## src/rtl/vip_pkg.sv

```systemverilog
package vip_pkg;
  localparam int PKT_WORDS = 4;
  localparam int BEAT_W    = $clog2(PKT_WORDS);
  localparam int ADDR_W    = 3;

  localparam logic [ADDR_W-1:0] ADDR_CTRL = 3'd4;
  localparam logic [ADDR_W-1:0] ADDR_ZONE = 3'd5;

  localparam int CB_EN  = 0;
  localparam int CB_ALT = 1;
  localparam int CB_UPD = 2;

  typedef struct packed {
    logic              copyNow;
    logic              busy;
    logic              advance;
    logic [BEAT_W-1:0] beat;
  } ctlStrobe_t;
endpackage

```

## src/rtl/vip_sched_ctl.sv

```systemverilog
module vip_sched_ctl
  import vip_pkg::*;
(
  input  logic       clk,
  input  logic       rstN,
  input  logic       ctrlWr,
  input  logic [2:0] ctrlBits,
  input  logic       vblankStart,
  input  logic       pktReady,
  output ctlStrobe_t strb,
  output logic       lastOut,
  output logic       enOut,
  output logic       altOut,
  output logic       pendOut
);
  localparam logic [BEAT_W-1:0] LAST_IDX = BEAT_W'(PKT_WORDS - 1);

  logic              enQ, altQ, pendQ, parityQ, busyQ;
  logic [BEAT_W-1:0] beatQ;
  logic              isLast, handshake, startNow, copyNow, updWr;

  always_comb begin
    isLast    = (beatQ == LAST_IDX);
    handshake = busyQ && pktReady;
    startNow  = vblankStart && enQ && !busyQ && (!altQ || !parityQ);
    copyNow   = pendQ && !busyQ;
    updWr     = ctrlWr && ctrlBits[CB_UPD];
  end

  always_ff @(posedge clk) begin
    if (!rstN) begin
      enQ <= 1'b0; altQ <= 1'b0; pendQ <= 1'b0;
      parityQ <= 1'b0; busyQ <= 1'b0; beatQ <= '0;
    end else begin
      if (ctrlWr) begin
        enQ  <= ctrlBits[CB_EN];
        altQ <= ctrlBits[CB_ALT];
      end
      if (updWr) pendQ <= 1'b1;
      else if (copyNow) pendQ <= 1'b0;

      if (!enQ) parityQ <= 1'b0;
      else if (vblankStart) parityQ <= ~parityQ;

      if (startNow) begin
        busyQ <= 1'b1;
        beatQ <= '0;
      end else if (handshake) begin
        if (isLast) begin
          busyQ <= 1'b0;
          beatQ <= '0;
        end else begin
          beatQ <= beatQ + 1'b1;
        end
      end
    end
  end

  always_comb begin
    strb.copyNow = copyNow;
    strb.busy    = busyQ;
    strb.advance = handshake;
    strb.beat    = beatQ;
    lastOut      = busyQ && isLast;
    enOut        = enQ;
    altOut       = altQ;
    pendOut      = pendQ;
  end

  // an idle scheduler performs a pending copy on the next edge
  a_r3_update_clears: assert property (@(posedge clk) disable iff (!rstN)
    (pendQ && !busyQ && !updWr) |=> !pendQ);
  // a packet only starts from a strobe seen while enabled
  a_r4_start_needs_enable: assert property (@(posedge clk) disable iff (!rstN)
    $rose(busyQ) |-> $past(vblankStart && enQ));
  // odd parity in every-other mode skips the frame
  a_r6_skip_odd_frame: assert property (@(posedge clk) disable iff (!rstN)
    (enQ && altQ && parityQ && vblankStart && !busyQ) |=> !busyQ);
  // a stalled packet keeps its beat position
  a_r12_no_restart: assert property (@(posedge clk) disable iff (!rstN)
    (busyQ && !pktReady) |=> (busyQ && $stable(beatQ)));
endmodule

```

## src/rtl/vip_sched_dp.sv

```systemverilog
module vip_sched_dp
  import vip_pkg::*;
#(
  parameter int WORD_W   = 32,
  parameter int ZONE_W   = 16,
  parameter int SLOT_MIN = 48
) (
  input  logic              clk,
  input  logic              rstN,
  input  logic              regWrEn,
  input  logic [ADDR_W-1:0] regAddr,
  input  logic [WORD_W-1:0] regWrData,
  input  ctlStrobe_t        strb,
  input  logic              enIn,
  input  logic              altIn,
  input  logic              pendIn,
  output logic [WORD_W-1:0] regRdData,
  output logic [WORD_W-1:0] pktData,
  output logic [ZONE_W-1:0] hZoneSlots,
  output logic [ZONE_W-1:0] vZoneSlots
);
  localparam logic [ZONE_W-1:0] FLOOR = ZONE_W'(SLOT_MIN);

  logic [PKT_WORDS-1:0][WORD_W-1:0] stageQ;
  logic [PKT_WORDS-1:0][WORD_W-1:0] txQ;
  logic [2*ZONE_W-1:0]              zoneQ;

  for (genvar i = 0; i < PKT_WORDS; i++) begin : g_word
    always_ff @(posedge clk) begin
      if (!rstN) begin
        stageQ[i] <= '0;
        txQ[i]    <= '0;
      end else begin
        if (regWrEn && regAddr == ADDR_W'(i)) stageQ[i] <= regWrData;
        if (strb.copyNow) txQ[i] <= stageQ[i];
      end
    end
  end

  always_ff @(posedge clk) begin
    if (!rstN) zoneQ <= '0;
    else if (regWrEn && regAddr == ADDR_ZONE) zoneQ <= regWrData[2*ZONE_W-1:0];
  end

  logic [ZONE_W-1:0] hRaw, vRaw;
  always_comb begin
    hRaw       = zoneQ[ZONE_W-1:0];
    vRaw       = zoneQ[2*ZONE_W-1:ZONE_W];
    hZoneSlots = (hRaw < FLOOR) ? FLOOR : hRaw;
    vZoneSlots = (vRaw < FLOOR) ? FLOOR : vRaw;
    pktData    = strb.busy ? txQ[strb.beat] : '0;
  end

  always_comb begin
    regRdData = '0;
    if (regAddr < ADDR_W'(PKT_WORDS)) begin
      regRdData = stageQ[regAddr[BEAT_W-1:0]];
    end else if (regAddr == ADDR_CTRL) begin
      regRdData[CB_EN]  = enIn;
      regRdData[CB_ALT] = altIn;
      regRdData[CB_UPD] = pendIn;
    end else if (regAddr == ADDR_ZONE) begin
      regRdData[2*ZONE_W-1:0] = zoneQ;
    end
  end

  // transmit copy is frozen while a packet is in flight
  a_r8_tx_frozen: assert property (@(posedge clk) disable iff (!rstN)
    strb.busy |=> $stable(txQ));
  // effective slot counts never fall below the floor
  a_r10_slot_floor: assert property (@(posedge clk) disable iff (!rstN)
    (hZoneSlots >= FLOOR) && (vZoneSlots >= FLOOR));
endmodule

```

## src/rtl/vidinfo_pkt_sched.sv

```systemverilog
module vidinfo_pkt_sched
  import vip_pkg::*;
#(
  parameter int WORD_W   = 32,
  parameter int ZONE_W   = 16,
  parameter int SLOT_MIN = 48
) (
  input  logic              clk,
  input  logic              rstN,
  input  logic              regWrEn,
  input  logic [ADDR_W-1:0] regAddr,
  input  logic [WORD_W-1:0] regWrData,
  output logic [WORD_W-1:0] regRdData,
  input  logic              vblankStart,
  output logic              pktValid,
  input  logic              pktReady,
  output logic [WORD_W-1:0] pktData,
  output logic              pktLast,
  output logic [ZONE_W-1:0] hZoneSlots,
  output logic [ZONE_W-1:0] vZoneSlots
);
  ctlStrobe_t strb;
  logic       ctrlWr, enSig, altSig, pendSig, lastSig;

  assign ctrlWr = regWrEn && (regAddr == ADDR_CTRL);

  vip_sched_ctl u_ctl (
    .clk(clk), .rstN(rstN), .ctrlWr(ctrlWr), .ctrlBits(regWrData[2:0]),
    .vblankStart(vblankStart), .pktReady(pktReady), .strb(strb),
    .lastOut(lastSig), .enOut(enSig), .altOut(altSig), .pendOut(pendSig)
  );

  vip_sched_dp #(.WORD_W(WORD_W), .ZONE_W(ZONE_W), .SLOT_MIN(SLOT_MIN)) u_dp (
    .clk(clk), .rstN(rstN), .regWrEn(regWrEn), .regAddr(regAddr),
    .regWrData(regWrData), .strb(strb), .enIn(enSig), .altIn(altSig),
    .pendIn(pendSig), .regRdData(regRdData), .pktData(pktData),
    .hZoneSlots(hZoneSlots), .vZoneSlots(vZoneSlots)
  );

  assign pktValid = strb.busy;
  assign pktLast  = lastSig;

  // last is only flagged on a valid beat
  a_r7_last_on_valid: assert property (@(posedge clk) disable iff (!rstN)
    pktLast |-> pktValid);
  // a beat that is not accepted is held
  a_r9_hold_beat: assert property (@(posedge clk) disable iff (!rstN)
    (pktValid && !pktReady) |=> (pktValid && $stable(pktData)));
endmodule

```

## config.mk

```make
export PLATFORM = sky130hd
export DESIGN_NAME = vidinfo_pkt_sched
export DESIGN_NICKNAME = d
export VERILOG_FILES = /design/src/rtl/vip_pkg.sv /design/src/rtl/vip_sched_ctl.sv /design/src/rtl/vip_sched_dp.sv /design/src/rtl/vidinfo_pkt_sched.sv
export SDC_FILE = /design/constraint.sdc
export NUM_CORES = 1
export LEC_CHECK = 0
export ABC_AREA = 1
export BUFFER_PORTS_ARGS = -buffer_cell sky130_fd_sc_hd__buf_2
export CAP_MARGIN = 20
export CORE_ASPECT_RATIO = 1.5
export CORE_MARGIN = 2
export CORE_UTILIZATION = 40
export DETAILED_ROUTE_END_ITERATION = 16
export HOLD_SLACK_MARGIN = 0.05
export SLEW_MARGIN = 20
export SYNTH_ARGS = -nofsm -noshare
export SYNTH_HDL_FRONTEND = slang
export SYNTH_SLANG_ARGS = --single-unit
```

## constraint.sdc

```tcl
create_clock -name clk -period 1.54 [get_ports clk]
set_input_delay 0.308 -clock clk [delete_from_list [all_inputs] [get_ports clk]]
set_output_delay 0.308 -clock clk [all_outputs]
set_load 0.02 [all_outputs]
```

; ---- Word-level counts from Yosys, hierarchy flattened
; Cells that the tools add are included.
[op_classes]
muxes = 17
n_lt_le_gt_ge = 5
addsub = 1
bitwise_logic = 2
eq_ne = 6
reduce_logical = 24
[ops]
columns = operator, n
row1 = 32-bit 2-to-1 mux, 5
row2 = 32-bit binary-select mux with 2-bit select, 2
row3 = 16-bit by 6-bit less-than comparator with 1-bit output (second input constant), 2
row4 = 16-bit 2-to-1 mux, 2
row5 = 29-bit 2-to-1 mux, 1
row6 = 1-bit logical AND, 13
row7 = 3-bit by 2-bit == test with 1-bit output (second input constant), 2
row8 = 3-bit == test (second input constant), 2
row9 = 2-bit by 3-bit less-than comparator with 1-bit output (second input constant), 2
row10 = 2-bit nonzero test, 3
row11 = 1-bit 2-to-1 mux, 5
row12 = 2-bit AND reduction, 2
row13 = 3-bit by 1-bit == test with 1-bit output (second input constant), 1
row14 = 1-bit zero test, 3
row15 = 3-bit zero test, 1
row16 = 3-bit less-than comparator (second input constant), 1
row17 = 3-bit 2-to-1 mux, 1
row18 = 2-bit by 1-bit adder with 2-bit output (second input constant), 1
row19 = 2-bit == test (second input constant), 1
row20 = 2-bit 2-to-1 mux, 1
row21 = 1-bit NOT, 2
row22 = 2-bit OR reduction, 1
row23 = 1-bit logical OR, 1
[word_totals]
wordCells = 70
output_inout_bits = 98
inputBits = 40
ff_bits = 295

; ---- Depth between registers and ports, before layout
; Gate-level depths: netlist of the first run.
[logic_depth]
word_depth = 5
ltp_mapped = 10
depth_no_buf = 7

; ---- Cells and area by module
; Synthesis of the first run repeated with hierarchy kept, for this count alone.
[hier_totals]
cells_unflattened = 2173
hier_area_um2 = 13721.9
[modules_own_cells]
columns = mod, area_each_um2, instances, cells_per_inst
row1 = vip_sched_dp, 13335.3, 1, 2115
row2 = vip_sched_ctl, 365.4, 1, 53
row3 = vidinfo_pkt_sched, 21.3, 1, 5

; ---- Worst setup path after synthesis of the first run
; OpenSTA, ideal clock, no wires.
[synth_path]
path_type = flip-flop to output port
startpoint = register u_ctl.beatQ[0]
endpoint = output port pktData[28]
path_slack_ns = -0.014
stages_incl_launch_ff = 7
required_time_ns = 1.232
arrival_time_ns = 1.246
path_cell_list = dfxtp_1 buf_2 buf_2 nor2_1 nor2_1 nand2_1 a21oi_1
[synth_via]
elab_chain_cells = 3
[synth_rtl]
columns = element, line_no
row1 = "start, declared", vip_sched_ctl.sv:19  ; logic [BEAT_W-1:0] beatQ;
row2 = "start signal, assigned", vip_sched_ctl.sv:53  ; beatQ <= beatQ + 1'b1;
row3 = 32-bit binary-select mux with 2-bit select, vip_sched_dp.sv:51  ; pktData = strb.busy ? txQ[strb.beat] : '0;
row4 = 32-bit 2-to-1 mux (implied by the code), vip_sched_dp.sv:51
row5 = 32-bit 2-to-1 mux, vip_sched_dp.sv:51
row6 = "end, declared", vidinfo_pkt_sched.sv:17  ; output logic [WORD_W-1:0] pktData,
; No other way between the ends. The select of a mux whose other input is x is not followed.

; ---- Worst setup path after layout of the first run
[layout_path]
startpoint = register u_ctl.beatQ[0]
endpoint = output port pktData[18]
; Same word-level chain as after synthesis.

==> flow_summary.yaml, run 1 <==
status:
  outcome: "finished, violations left"
  violations: "setup timing"
grt:
  antenna_found_initial: 0
  grt_pass1_vias: 13395
  gr-usage-all-layers_pct: 25.4
  grt_overflow: 0
  grt_pass1_wl_microns: 72200
  grt_max_degree: 71
cts:
  numCtsBuffers: 29
  clkTransAtPathRegs_ns: 0.07
  cts_root_buffer: "clkbuf_16"
  clock_path_buffers: 3
  clock-sinks: 295
  htreeDepth: 1
  clk_latency_ns: 0.57
  tritoncts: "done"
logic_synthesis:
  syn_area_per_cell_sq_um: 6.36
  yosys_register_bits: 295
  syn_inst: 2157
  yosys.area.top_type_share_pct: 43.1
  ys_async_sr_fraction_pct: 0
  yosysTopAreaCell: "dfxtp_1"
  ys_types: 25
  synth_top_flop_cell: "dfxtp_1"
  yosys_warnings: 0
  synth_edf_count: 0
  ys_seq_area_share_pct: 43.1
  syn_area_sq_um: 13700
  synthesis.nets: 2198
  synth_area_leaders: "dfxtp_1 (43%), nand2_1 (17%), nor2_1 (16%), o21ai_0 (8.1%), a21oi_1 (3.9%)"
  synth_most_common_cell: "nand2_1"
  synth.top_cells.by_count: "nand2_1 (607), nor2_1 (593), dfxtp_1 (295), o21ai_0 (223), a21oi_1 (107)"
drt:
  ant_nets: 0
  drc: 0
  wl_per_cell_microns: 16.6
  vias_per_cell: 5.00
  drt_first_pass_iters: 5
  routed_wl_microns: 47000
  drtIter0Drc: 875
  vias: 14180
timing:
  fmax_mhz: 453
  final-hold-violation-count: 0
  finalCritPeriodShare_pct: 143
  fin_crit_ns: 2.21
  finalSetupViolCount: 77
  worst_pin_slew_ns: 0.356
  fin_ws_ns: -0.669
  final_max_slew_viol_count: 0
  slew_headroom_pct: 76.3
  grt_setup_unrepaired: "yes"
  finClkSkew_ns: 0.0263
setup_path:
  r2r_cells: 8
  crit_fanout: 7
  path_delay_family: "buffers and inverters"
  r2r_setup_slack_ns: 0.07
  critPathLaunchType: "flip-flop"
  critPathBufInv: 4
  crit_chain: "buf_12 > clkbuf_16 > buf_6 > nand2_1 > nand2_1 > a21oi_2 > buf_6"
  timing.rr.start: "u_ctl.beatQ[0]"
  endpoint_kind: "output port"
  cpMaxStageDelayCell: "dfxtp_4"
  slowest_delay_ns: 0.40
  crit_required_ns: 1.23
  crit_type: "reg2out"
  cp.arrival_ns: 1.90
  rr_endpoint: "u_ctl.beatQ[0]"
die:
  start_util_pct: 40.4
  rows: 83
  die_w_microns: 155
  die_h_microns: 231
  core_area_sq_um: 34000
  die_area_sq_um: 35800
  ios: 138
cells_and_area:
  fin_cells: 2834
  area.growth.synth_to_final_pct: 37.1
  fill_cells: 3228
  drive_gt1_share_pct: 31.2
  fin_nets: 2428
  antenna_cells: 0
min_path:
  hp-class: "in2reg"
  min_delay_worst_endpoint: "u_dp.zoneQ[8]"
  min-delay-start: "regWrData[8]"
  holdPathStages: 3
placement:
  place_inst: 2656
  gp_congestion: 0.879
  io_buffers: 137
  dp_hpwl_microns: 29900
pwr:
  total_power_mw: 17.3
  p_per_area_nw_per_um2: 921
  p_leak_nw: 8.13
  vdd_drop_max_uv: 1030
flow_run:
  cap_violations: 0
[layer usage]
layer  part of all wire [%]  vias to the layer above  GRT usage [%]
li1                       -                     7122              -
met4                    5.2                        0           12.4
met2                     50                      356           46.1
met5                      0                        -              0
met1                     40                     6585           29.3
met3                    4.8                      117           3.19
[flip-flops by register name, indices dropped and copies added, names as in the netlist]
signal         cells
u_ctl.altOut       1
u_ctl.beatQ        2
u_ctl.busyQ        1
u_ctl.enOut        1
u_ctl.parityQ      1
u_ctl.pendOut      1
u_dp.stageQ      128
u_dp.txQ         128
u_dp.zoneQ        32
[how the worst max path moves through the flow]
| stage | cells after the start | to | slack [ns] | startpoint |
|---|---|---|---|---|
| CTS | 8 | pktData[13] | -0.70 | u_ctl.beatQ[0] |
| global placement | 7 | pktData[31] | -0.30 | u_ctl.beatQ[0] |
| global route | 7 | pktData[3] | -0.73 | u_ctl.beatQ[0] |
| finish | 7 | pktData[18] | -0.67 | u_ctl.beatQ[0] |
| floorplan | 3 | pktData[21] | -0.01 | u_ctl.busyQ |
| detailed placement | 7 | pktData[31] | -0.29 | u_ctl.beatQ[0] |
[per-stage QoR]
step | TNS (ns) | util [%] | setup slack, ns | instance area, sq um | hold slack, ns
after global routing | -33.83 | 55.4 | -0.727 | 18800 | 0.0651
after global placement | -7.51 | 45.1 | -0.304 | 15300 | 0.438
after floorplan | -0.0999 | - | -0.0143 | 13700 | 0.429
after CTS | -29.77 | 53.7 | -0.701 | 18200 | 0.0513
after detailed placement | -8.83 | 45.1 | -0.295 | 15300 | 0.443
final | -28.85 | 55.4 | -0.669 | 18800 | 0.0578
[repair_timing]
action                                  CTS  global route
hold buffers                             11             1
gates cloned                              5             4
endpoints found under the setup margin   88            88
buffers inserted                         99            11
pin swaps                                72           105
endpoints found under the hold margin    20             1
resized for setup                       401           137
[where the power goes]
group	internal [mW]	total, mW	switching, mW
Clock	4.13	7.32	3.18
Combinational	0.831	2.04	1.20
Sequential	7.84	7.97	0.125
Total	12.8	17.3	4.51
[worst register-to-register path, cell delays in order (launching register included)]
cell and delay, ns:
dfxtp_4 0.40, buf_12 0.16, buf_16 0.15, buf_6 0.12, ha_4 0.15, buf_4 0.13
nor3_2 0.14, nor2_1 0.06, nor2_1 0.09
[cell families (layout without fill, tap and decap cells)]
| group | after synthesis | after routing | share of synthesized area [%] |
|---|---|---|---|
| adder cells (fa/ha/maj) | 1 | 1 | 0.0912 |
| flip-flops | 295 | 295 | 43.1 |
| AND/OR/NAND/NOR | 1221 | 1221 | 34.1 |
| AO/OA/AOI/OAI | 365 | 365 | 13.3 |
| buffers and inverters | 275 | 527 | 9.40 |
[area by class of cell]
| class | count | area (sq um) | share of cell area (%) |
|---|---|---|---|
| inverters | 113 | 439 | 2.34 |
| well taps | 425 | 532 | 2.83 |
| repair buffers | 361 | 3620 | 19.2 |
| multi-input cells | 1587 | 7120 | 37.9 |
| clock buffers | 44 | 923 | 4.91 |
| clock inverters | 9 | 58.8 | 0.313 |
| flip-flops and latches | 295 | 6110 | 32.5 |
[layout by cell type (no fill, tap or decap), types with 17 or more instances in the layout]
cell type / synthesis / final
buf_12: 0 / 43
a21oi_1: 107 / 67
dfxtp_1: 295 / 147
a21oi_2: 0 / 37
buf_2: 49 / 53
nor2_2: 2 / 21
nand2_1: 607 / 510
buf_6: 15 / 84
inv_2: 6 / 17
dfxtp_2: 0 / 142
clkbuf_16: 0 / 33
inv_1: 102 / 89
nand2_2: 0 / 90
o21ai_1: 35 / 35
nor2_1: 593 / 564
buf_4: 17 / 161
o21ai_0: 223 / 223
No activity file was read; power rests on OpenSTA's default activity.
==> run 2: changes to the inputs <==
- REMOVE_ABC_BUFFERS: default -> 1
==> flow_summary.yaml, run 2 (synthesis results as in run 1) <==
setup_path:
  cp.arrival_ns: 1.85
  critPathBufInv: 3
  critPathLaunchType: "flip-flop"
  endpoint_kind: "output port"
  crit_fanout: 14
  path_delay_family: "buffers and inverters"
  crit_required_ns: 1.23
  slowest_delay_ns: 0.43
  cpMaxStageDelayCell: "dfxtp_4"
  crit_type: "reg2out"
  crit_chain: "buf_4 > buf_16 > nor2_1 > nor2_1 > nand2_1 > a21oi_2 > buf_4"
timing:
  finalCritPeriodShare_pct: 140
  fmax_mhz: 463
  final-hold-violation-count: 0
  finalSetupViolCount: 78
  final_max_slew_viol_count: 0
  worst_pin_slew_ns: 0.305
  grt_setup_unrepaired: "yes"
  slew_headroom_pct: 79.7
  fin_ws_ns: -0.621
  fin_setup_tns_ns: -28.92
  finClkSkew_ns: 0.0188
  fin_crit_ns: 2.16
die:
  core_area_sq_um: 34000
  die_w_microns: 155
  start_util_pct: 40.4
  die_area_sq_um: 35800
  ios: 138
  die_h_microns: 231
  rows: 83
pwr:
  p_per_area_nw_per_um2: 896
  vdd_drop_max_uv: 803
  p_leak_nw: 8.16
grt:
  antenna_found_initial: 1
  grt_pass1_wl_microns: 72200
  grt_pass1_vias: 13424
  grt_max_degree: 71
  grt_overflow: 0
  gr-usage-all-layers_pct: 25.6
cts:
  cts_root_buffer: "clkbuf_16"
  clk_latency_ns: 0.58
  clock-sinks: 295
  numCtsBuffers: 29
  tritoncts: "done"
  htreeDepth: 1
  clkTransAtPathRegs_ns: 0.06
  clock_path_buffers: 3
placement:
  dpl-instance-area_sq_um: 15400
  gp_congestion: 0.866
  dp_hpwl_microns: 28800
  io_buffers: 137
cells_and_area:
  final_common_cell: "nor2_1"
  drive_gt1_share_pct: 29.5
  reg_top3: "u_dp.stageQ (128), u_dp.txQ (128), u_dp.zoneQ (32)"
  fin_nets: 2447
  area.growth.synth_to_final_pct: 37.4
  final_cell_mix: "nor2_1 (563), nand2_1 (533), o21ai_0 (223)"
  utilization_pct: 55.5
  antenna_cells: 0
  design_area_sq_um: 18800
min_path:
  hp-class: "in2reg"
drt:
  vias_per_cell: 5.05
  ant_nets: 0
  vias: 14389
  wl_per_cell_microns: 17.0
  routed_wl_microns: 48400
  drc: 0
  drtIter0Drc: 885
  drt_first_pass_iters: 5
status:
  violations: "setup timing"
  outcome: "finished, violations left"
flow_run:
  cap_violations: 0
[run 2: stage by stage]
stage / std cells / hold slack [ns] / setup WS (ns) / power [mW]
after global placement: 2665 / 0.437 / -0.256 / 9.74
after global routing: 2852 / 0.0692 / -0.673 / 17.5
final: 2852 / 0.0616 / -0.621 / 16.9
after floorplan: 1995 / 0.428 / -1.79 / 8.89
after detailed placement: 2665 / 0.442 / -0.302 / 9.76
after CTS: 2820 / 0.0500 / -0.618 / 16.8
[run 2: cell type report]
cell class | instances | area (sq um)
fill | 3294 | 15100
clock buffer | 46 | 840
timing repair buffer | 380 | 3820
clock inverter | 6 | 40.0
multi-input combinational | 1587 | 7070
sequential | 295 | 6100
tap | 425 | 532
inverter | 113 | 442
[run 2: timing repair]
action,CTS,global route
hold endpoints to repair,49,0
setup buffers,76,28
resized for setup,373,134
pin swaps,53,70
gates cloned,5,6
endpoints found under the setup margin,79,80
hold buffers,23,0
[run 2: worst paths after layout]
| check | start | to | slack [ns] | depth (start not counted) |
|---|---|---|---|---|
| hold / removal | regWrData[16] | u_dp.zoneQ[16] | 0.06 | 3 |
| setup reg to reg | u_ctl.beatQ[0] | u_ctl.beatQ[0] | 0.01 | 8 |
| hold reg to reg | u_dp.txQ[60] | u_dp.txQ[60] | 0.45 | 2 |
| setup / recovery | u_ctl.beatQ[0] | pktData[24] | -0.62 | 7 |
[run 2: power by group]
group	leakage, nW	internal, mW	total (mW)	switching [mW]
registers	2.46	7.84	7.97	0.122
clock network	0.434	3.73	6.81	3.08
logic	5.27	0.872	2.11	1.24
[run 2: per-layer routing]
metal	part of all wire, %	track usage (%)
met1	41	31.6
met2	49	45.2
met3	5.7	2.57
met4	4.7	10.9
met5	0.023	0
[run 2: worst min-delay path, cell delays in order]
cell	delay [ns]
buf_2	0.13
nor2_1	0.05
nor2_1	0.09
==> run 3: changes to the inputs <==
- SKIP_CTS_REPAIR_TIMING: default -> 1
==> flow_summary.yaml, run 3 (synthesis results as in run 1) <==
cells_and_area:
  fin_nets: 2359
  final_cell_mix: "nor2_1 (571), nand2_1 (543), o21ai_0 (223)"
  area.growth.synth_to_final_pct: 30.5
  final_common_cell: "nor2_1"
  reg_top3: "u_dp.stageQ (128), u_dp.txQ (128), u_dp.zoneQ (32)"
  drive_gt1_share_pct: 26.1
timing:
  fin_hold_ws_ns: 0.0287
  fmax_mhz: 463
  fin_setup_tns_ns: -28.22
  slew_headroom_pct: 79.6
  fin_ws_ns: -0.621
  fin_crit_ns: 2.16
  worst_pin_slew_ns: 0.306
  finClkSkew_ns: 0.0208
  finalSetupViolCount: 79
  final_max_slew_viol_count: 0
  finalCritPeriodShare_pct: 140
  grt_setup_unrepaired: "yes"
  final-hold-violation-count: 0
placement:
  io_buffers: 137
  dp_hpwl_microns: 28800
  gp_congestion: 0.866
setup_path:
  crit_type: "reg2out"
  crit_chain: "buf_4 > clkbuf_16 > nor2_1 > nor2_1 > nand2_1 > a21oi_1 > buf_4"
  r2r_cells: 5
  crit_required_ns: 1.23
  critPathLaunchType: "flip-flop"
  endpoint_kind: "output port"
  cp.arrival_ns: 1.85
  critPathBufInv: 3
  crit_path_start: "u_ctl.beatQ[0]"
  cpMaxStageDelayCell: "dfxtp_4"
  rr_endpoint: "u_dp.txQ[49]"
  path_delay_family: "buffers and inverters"
  slowest_delay_ns: 0.41
  crit_fanout: 10
  timing.rr.start: "u_ctl.busyQ"
  r2r_setup_slack_ns: 0.17
  cp.depth: 7
pwr:
  p_per_area_nw_per_um2: 936
  p_comb_share_pct: 11.7
  pwr-share-clk_pct: 40.7
  p_sw_share_pct: 26.4
  switching_power_mw: 4.42
  intPower_mw: 12.3
  pwr-share-seq_pct: 47.6
  total_power_mw: 16.8
  p_leak_nw: 7.66
  vdd_drop_max_uv: 804
die:
  rows: 83
  die_area_sq_um: 35800
  ios: 138
  die_w_microns: 155
  start_util_pct: 40.4
  die_h_microns: 231
  core_area_sq_um: 34000
grt:
  grt_pass1_wl_microns: 68000
  grt_max_degree: 71
  gr-usage-all-layers_pct: 24.0
  antenna_found_initial: 1
  grt_overflow: 0
  grt_pass1_vias: 12634
cts:
  clock_path_buffers: 3
  numCtsBuffers: 29
  clk_latency_ns: 0.58
  clock-sinks: 295
  clkTransAtPathRegs_ns: 0.06
  htreeDepth: 1
  cts_root_buffer: "clkbuf_16"
  tritoncts: "done"
drt:
  routed_wl_microns: 47200
  drt_first_pass_iters: 5
  drc: 0
  vias_per_cell: 5.05
  drtIter0Drc: 896
  ant_nets: 0
  wl_per_cell_microns: 17.1
  vias: 13960
min_path:
  min-delay-start: "regWrData[28]"
  holdPathStages: 3
  min_delay_worst_endpoint: "u_dp.zoneQ[28]"
  hp-class: "in2reg"
flow_run:
  cap_violations: 0
status:
  violations: "setup timing"
  outcome: "finished, violations left"
==> run 3: how the worst max path moves through the flow <==
stage / end
2_1_floorplan: pktLast
3_5_place_dp: u_dp.stageQ[42]
5_1_grt: pktData[16]
4_1_cts: pktData[17]
6_report: pktData[16]
3_3_place_gp: u_dp.stageQ[63]
==> run 3: final cells by class <==
class | count | area [sq um]
clock inverters | 6 | 40.0
well taps | 425 | 532
fillers | 3391 | 16100
multi-input cells | 1587 | 6990
diodes | 1 | 2.50
repair buffers | 292 | 2960
clock buffers | 46 | 840
inverters | 113 | 439
flip-flops and latches | 295 | 6090
==> run 3: power by group through the flow <==
| stage | clock network (mW) | logic [mW] | registers (mW) |
|---|---|---|---|
| floorplan | 0 | 0.768 | 8.12 |
| detailed placement | 0 | 1.65 | 8.12 |
| CTS | 6.90 | 1.65 | 7.94 |
| global placement | 0 | 1.63 | 8.11 |
| global route | 7.20 | 2.13 | 7.99 |
| finish | 6.82 | 1.96 | 7.98 |
==> run 3: metal layers <==
metal,vias up,global-route usage [%],routed length (microns)
met1,6509,29.9,19600
met2,398,42.3,23600
met3,85,2.46,2390
li1,6968,-,-
met4,0,9.61,1630
met5,-,0,0
==> run 3: metrics by stage <==
step                instance area, sq um  util (%)  cells  worst slack [ns]
finish                             17900      52.7   2765            -0.621
global route                       17900      52.7   2765            -0.670
CTS                                16300      47.9   2717            -0.755
detailed placement                 15400      45.3   2665            -0.302
global placement                   15400      45.3   2665            -0.256
floorplan                          12900         -   1995             -1.79
==> run 3: tightest hold or removal path, cell delays in order <==
cell	delay [ns]
buf_2	0.13
nor2_1	0.05
nor2_1	0.08
